--- config.mk ---
export PLATFORM = sky130hd
export DESIGN_NAME = disp_selftest
export DESIGN_NICKNAME = d
export VERILOG_FILES = /design/src/rtl/st_pkg.sv /design/src/rtl/st_rom.sv /design/src/rtl/st_pattern.sv /design/src/rtl/st_init_seq.sv /design/src/rtl/disp_selftest.sv
export SDC_FILE = /design/constraint.sdc
export NUM_CORES = 1
export LEC_CHECK = 0
export CORE_MARGIN = 2
export CORE_UTILIZATION = 61
export DETAILED_ROUTE_END_ITERATION = 6
export GPL_ROUTABILITY_DRIVEN = 1
export GPL_TIMING_DRIVEN = 0
export PLACE_DENSITY = 0.84
export REMOVE_ABC_BUFFERS = 1
export SLEW_MARGIN = 20
export SYNTH_ARGS = -nofsm -noshare
export SYNTH_HDL_FRONTEND = slang
export SYNTH_SLANG_ARGS = --single-unit
--- constraint.sdc ---
create_clock -name clk -period 9.5 [get_ports clk]
set_clock_uncertainty 0.1 [all_clocks]
set_input_delay 2.375 -clock clk [delete_from_list [all_inputs] [get_ports clk]]
set_output_delay 2.375 -clock clk [all_outputs]
set_load 0.05 [all_outputs]
--- src/rtl/st_pkg.sv ---
package st_pkg;

    typedef enum logic [1:0] {
        SEL_CHAR  = 2'd0,
        SEL_FLASH = 2'd1,
        SEL_UDC   = 2'd2
    } mem_sel_e;

    localparam logic [7:0] SPACE_CODE = 8'h20;

    function automatic logic [7:0] rom_word(input int unsigned a);
        return 8'((a * 29 + 7) % 256);
    endfunction

    function automatic logic [15:0] rom_sum(input int unsigned n);
        logic [15:0] s;
        s = '0;
        for (int unsigned i = 0; i < n; i++) begin
            s = s + 16'(rom_word(i));
        end
        return s;
    endfunction

endpackage

--- src/rtl/st_rom.sv ---
module st_rom
    import st_pkg::*;
#(
    parameter int unsigned ROM_AW = 7
) (
    input  logic [ROM_AW-1:0] addr,
    input  logic              fault,
    output logic [7:0]        data
);
    logic hit_zero;

    assign hit_zero = fault && (addr == '0);
    assign data     = rom_word(32'(addr)) ^ {7'b0, hit_zero};
endmodule

--- src/rtl/st_pattern.sv ---
module st_pattern #(
    parameter int unsigned ROW_W = 3,
    parameter int unsigned COLS  = 5
) (
    input  logic             en,
    input  logic             invert,
    input  logic [ROW_W-1:0] row,
    output logic [COLS-1:0]  cols
);
    for (genvar c = 0; c < COLS; c++) begin : g_col
        localparam logic ODD = (c % 2) == 1;
        assign cols[c] = en & (row[0] ^ ODD ^ invert);
    end
endmodule

--- src/rtl/st_init_seq.sv ---
module st_init_seq
    import st_pkg::*;
#(
    parameter int unsigned CNT_W  = 18,
    parameter int unsigned CHAR_N = 8,
    parameter int unsigned AW     = 3
) (
    input  logic             en,
    input  logic [CNT_W-1:0] cnt,
    output logic             we,
    output logic [1:0]       sel,
    output logic [AW-1:0]    addr,
    output logic [7:0]       wdata
);
    localparam int unsigned TOTAL  = 1 << CNT_W;
    localparam int unsigned INIT_N = 2 * CHAR_N + 1;
    localparam int unsigned START  = TOTAL - INIT_N;

    logic [CNT_W-1:0] k;

    always_comb begin
        k     = cnt - CNT_W'(START);
        we    = 1'b0;
        sel   = SEL_CHAR;
        addr  = '0;
        wdata = '0;
        if (en && (cnt >= CNT_W'(START))) begin
            we = 1'b1;
            if (k < CNT_W'(CHAR_N)) begin
                sel   = SEL_CHAR;
                addr  = AW'(k);
                wdata = SPACE_CODE;
            end else if (k < CNT_W'(2 * CHAR_N)) begin
                sel   = SEL_FLASH;
                addr  = AW'(k - CNT_W'(CHAR_N));
                wdata = 8'h00;
            end else begin
                sel   = SEL_UDC;
                wdata = 8'hFF;
            end
        end
    end
endmodule

--- src/rtl/disp_selftest.sv ---
module disp_selftest
    import st_pkg::*;
#(
    parameter int unsigned PHASE_W = 17,
    parameter int unsigned ROM_AW  = 7,
    parameter int unsigned CHAR_N  = 8,
    parameter int unsigned ROWS    = 7,
    parameter int unsigned COLS    = 5,
    parameter logic [15:0] EXP_SUM = rom_sum(1 << ROM_AW)
) (
    input  logic                      clk,
    input  logic                      rst_n,
    input  logic                      host_wr,
    input  logic [7:0]                host_wdata,
    input  logic                      rom_fault,
    output logic [7:0]                ctrl_rdata,
    output logic                      busy,
    output logic [$clog2(ROWS)-1:0]   led_row,
    output logic [COLS-1:0]           led_cols,
    output logic                      mem_we,
    output logic [1:0]                mem_sel,
    output logic [$clog2(CHAR_N)-1:0] mem_addr,
    output logic [7:0]                mem_wdata
);
    localparam int unsigned CNT_W   = PHASE_W + 1;
    localparam int unsigned ROM_N   = 1 << ROM_AW;
    localparam int unsigned TOTAL   = 1 << CNT_W;
    localparam int unsigned ROW_W   = $clog2(ROWS);
    localparam int unsigned CHAR_AW = $clog2(CHAR_N);
    localparam int unsigned START_B = 6;
    localparam int unsigned RES_B   = 5;

    typedef struct packed {
        logic             busy;
        logic [CNT_W-1:0] cnt;
        logic [15:0]      sum;
        logic [ROW_W-1:0] row;
        logic [7:0]       ctrl;
    } st_state_t;

    st_state_t st_d, st_q;
    logic [7:0] rom_data;
    logic       pass;

    st_rom #(.ROM_AW(ROM_AW)) u_rom (
        .addr  (st_q.cnt[ROM_AW-1:0]),
        .fault (rom_fault),
        .data  (rom_data)
    );

    assign pass = (st_q.sum == EXP_SUM);

    always_comb begin
        st_d = st_q;
        if (!st_q.busy) begin
            if (host_wr) begin
                st_d.ctrl = {host_wdata[7:6], st_q.ctrl[RES_B], host_wdata[4:0]};
                if (host_wdata[START_B]) begin
                    st_d.busy = 1'b1;
                    st_d.cnt  = '0;
                    st_d.sum  = '0;
                    st_d.row  = '0;
                end
            end
        end else begin
            if (st_q.cnt < CNT_W'(ROM_N)) begin
                st_d.sum = st_q.sum + 16'(rom_data);
            end
            st_d.row = (st_q.row == ROW_W'(ROWS - 1)) ? '0 : st_q.row + 1'b1;
            st_d.cnt = st_q.cnt + 1'b1;
            if (st_q.cnt == CNT_W'(TOTAL - 1)) begin
                st_d.busy = 1'b0;
                st_d.cnt  = '0;
                st_d.row  = '0;
                st_d.ctrl = 8'(pass) << RES_B;
            end
        end
    end

    always_ff @(posedge clk or negedge rst_n) begin
        if (!rst_n) begin
            st_q <= '0;
        end else begin
            st_q <= st_d;
        end
    end

    st_pattern #(.ROW_W(ROW_W), .COLS(COLS)) u_pat (
        .en     (st_q.busy),
        .invert (st_q.cnt[CNT_W-1]),
        .row    (st_q.row),
        .cols   (led_cols)
    );

    st_init_seq #(.CNT_W(CNT_W), .CHAR_N(CHAR_N), .AW(CHAR_AW)) u_init (
        .en    (st_q.busy),
        .cnt   (st_q.cnt),
        .we    (mem_we),
        .sel   (mem_sel),
        .addr  (mem_addr),
        .wdata (mem_wdata)
    );

    assign ctrl_rdata = st_q.ctrl;
    assign busy       = st_q.busy;
    assign led_row    = st_q.row;
endmodule

==> out/metrics.yaml <==
routing:
  first_pass_iters: 4
  avgViaCountPerCell: 5.89
  wirelength_um: 8050
  wl_per_cell_um: 16.4
  final_antenna_net_count: 0
  drc: 0
  drtIter0Drc: 129
  vias: 2900
clock_tree:
  htree_levels: 2
  cts_buffer_depth: 2
  clk_latency_ns: 0.30
  postCtsSetupBuffers: 0
  path_clk_slew_ns: 0.10
  cts_tree: "done"
  numClockSinks: 46
  postCtsHoldBufs: 0
  cts_buffers: 5
  ctsResizeCount: 0
  root_buffer: "clkbuf_8"
hold_path:
  hp-class: "register to register"
setup_path:
  worstPathRequired_ns: 7.03
  arrival_ns: 3.59
  start_kind: "register"
  path_buf_inv: 2
  cpPeakStageDelay_ns: 0.80
  cp_top_family: "simple AND/OR/NAND/NOR gates"
  critPathMaxFanout: 10
  crit_type: "register to output port"
  path_cells: "inv_1 -> ha_1 -> a31o_2 -> nor4_1 -> o221ai_2 -> nor4_4 -> and3_1 -> clkdlybuf4s50_1"
  end_kind: "output port"
  crit_slowest_cell: "clkdlybuf4s50_1"
timing:
  rsz0062_at_grt: "false"
  setup_viol: 0
  slew_violations: 0
  tns_ns: 0
  max_slew_margin_pct: 31.1
  fin_crit_sh_pct: 63.8
  tightest_slew_ns: 1.03
  post-route-min-period_ns: 6.06
  timing.fmax_mhz: 165
  final_hold_viol_count: 0
floorplan:
  die_w_um: 81.2
  core_area_mm2: 0.00585
  die-area_mm2: 0.00659
  start_util_pct: 62.1
  fp.dieH_um: 81.2
  rows: 28
  pin_count: 43
synthesis:
  synth_ff_type: "dfrtp_1"
  synth_mux_area_share_pct: 0.310
  yosys.area_share.adder_pct: 14.6
  yosys.area_share.xor_xnor_pct: 7.95
  synthDistinctLibCells: 62
  synthArstFlopShare_pct: 100
  yosys_warnings: 0
  syn_area_mm2: 0.00363
  ys_seq_area_share_pct: 31.7
  synth-compound-area-share_pct: 14.1
  synth_top_area_share_pct: 31.7
  postSynthCellCount: 404
  synth-simple-area-share_pct: 21.3
  synth_top_area_cell: "dfrtp_1"
  syn_avg_cell_area_um2: 8.99
  ys_top_cells_by_area: "dfrtp_1 32%, ha_1 9.6%, buf_4 5.6%"
  synth-edff-count: 0
  ys_ff_latch: 46
  synth_top_family_by_area: "simple AND/OR/NAND/NOR gates"
cells_and_area:
  antennaDiodeCount: 0
  layout.cells.non_filler: 492
  syn2layout_area_growth_pct: 10.8
  nNetsFinal: 465
  drive_gt1_share_pct: 6.71
placed_design:
  gp_routability_congestion: 0.892
  dp_cells: 484
  dp_hpwl_um: 5890
  io_buffers: 41
global_route:
  antenna_found_initial: 0
  grt_use_total_pct: 25.9
  grt-ovfl-total: 0
  grt_pass1_vias: 2816
  grt_max_degree: 28
  grt_pass1_wl_um: 13300
power:
  ir_drop_mv: 0.0837
  intPower_w: 0.000371
  p_clk_share_pct: 27.1
  p_sw_w: 0.000185
  switching_share_pct: 33.3
  p_total_w: 0.000556
  leakagePower_nw: 1.79
  combPwrFrac_pct: 28.0
  power_frac_seq_pct: 45.0
  p_per_area_mw_per_mm2: 138
run:
  max_cap_violations: 0
run_status:
  outcome: "complete, no violations"
==> cells in the final DEF, fill, tap and decap left out, types with 5 or more instances in the layout <==
cell type,n
a21oi_1,17
o31ai_1,5
nand3_1,11
dfrtp_1,46
nand2_1,39
xor2_1,13
clkdlybuf4s50_1,40
nor4_1,6
inv_1,29
o21ai_0,23
clkbuf_8,5
fa_1,9
ha_1,28
nor3_1,10
nor2_1,33
xnor2_1,20
nor2b_1,5
or3_1,9
==> layout make-up <==
class	instances	area, um^2
well taps	75	93.8
multi-input cells	291	2120
clock buffers	5	68.8
inverters	30	113
repair buffers	42	433
fillers	453	1820
clock inverters	3	43.8
flip-flops and latches	46	1150
==> registers in the layout (all words and copies together) (netlist names) <==
register	count
busy	1
led_row	3
ctrl_rdata	8
st_q	34
==> path summary, 6_finish.rpt <==
path                       cells past startpoint          to  startpoint  slack [ns]
setup reg to reg                              17    st_q[24]    st_q[27]        4.58
setup / recovery                               8  mem_sel[0]    st_q[31]        3.44
hold reg to reg                                2    st_q[14]    st_q[14]        0.42
max in group asynchronous                      2    st_q[41]       rst_n        6.75
hold / removal                                 2    st_q[14]    st_q[14]        0.42
min in group asynchronous                      1    st_q[16]       rst_n        2.00
==> tightest hold or removal path, stage by stage, from the launching register on <==
cell and delay, ns:
dfrtp_1 0.39, nand2_1 0.06, nand2_1 0.05
==> power by group through the flow <==
stage	clock network, W	logic, W	registers (W)
2_1_floorplan	0	0.000113	0.000251
3_3_place_gp	0	0.000145	0.000252
3_5_place_dp	0	0.000154	0.000254
4_1_cts	0.000155	0.000155	0.000250
5_1_grt	0.000163	0.000177	0.000255
6_report	0.000151	0.000156	0.000250
==> stage by stage <==
stage	util (%)	cell area [um^2]	worst slack, ns	hold slack [ns]
2_1_floorplan	-	3380	0.333	0.368
5_1_grt	68.8	4030	3.22	0.469
3_5_place_dp	66.9	3910	3.83	0.408
6_report	68.8	4030	3.44	0.425
3_3_place_gp	66.4	3880	3.86	0.400
4_1_cts	68.8	4030	3.47	0.430
==> kinds of logic after synthesis <==
| logic type | Yosys count |
|---|---|
| AND/OR/NAND/NOR | 144 |
| AO/OA/AOI/OAI | 76 |
| buffers and inverters | 67 |
| flip-flops | 46 |
| adder cells (fa/ha/maj) | 37 |
| XOR/XNOR | 33 |
| multiplexers | 1 |
==> cells in the mapped netlist, types with 3 or more instances <==
cell	n
clkbuf_1	4
a22o_1	3
nor2b_1	5
xor2_1	13
o211ai_1	3
o21ai_0	23
nor2_1	33
xnor2_1	20
a21oi_1	17
and3_1	4
buf_4	27
buf_2	4
a21o_1	3
fa_1	9
o41ai_1	3
nand2_1	39
nor4_1	6
dfrtp_1	46
or3_1	9
inv_1	29
o31ai_1	5
nor3_1	10
o21ai_1	3
ha_1	28
nand4_1	3
nand3_1	11
==> layer usage <==
layer / GRT usage (%) / vias up / part of all wire [%]
li1: - / 1406 / -
met1: 33.8 / 1390 / 44
met2: 44.1 / 93 / 49
met3: 4.78 / 11 / 5.7
met4: 6.78 / 0 / 1.1
met5: 0 / - / 0
(Power assumes the default switching activity.)
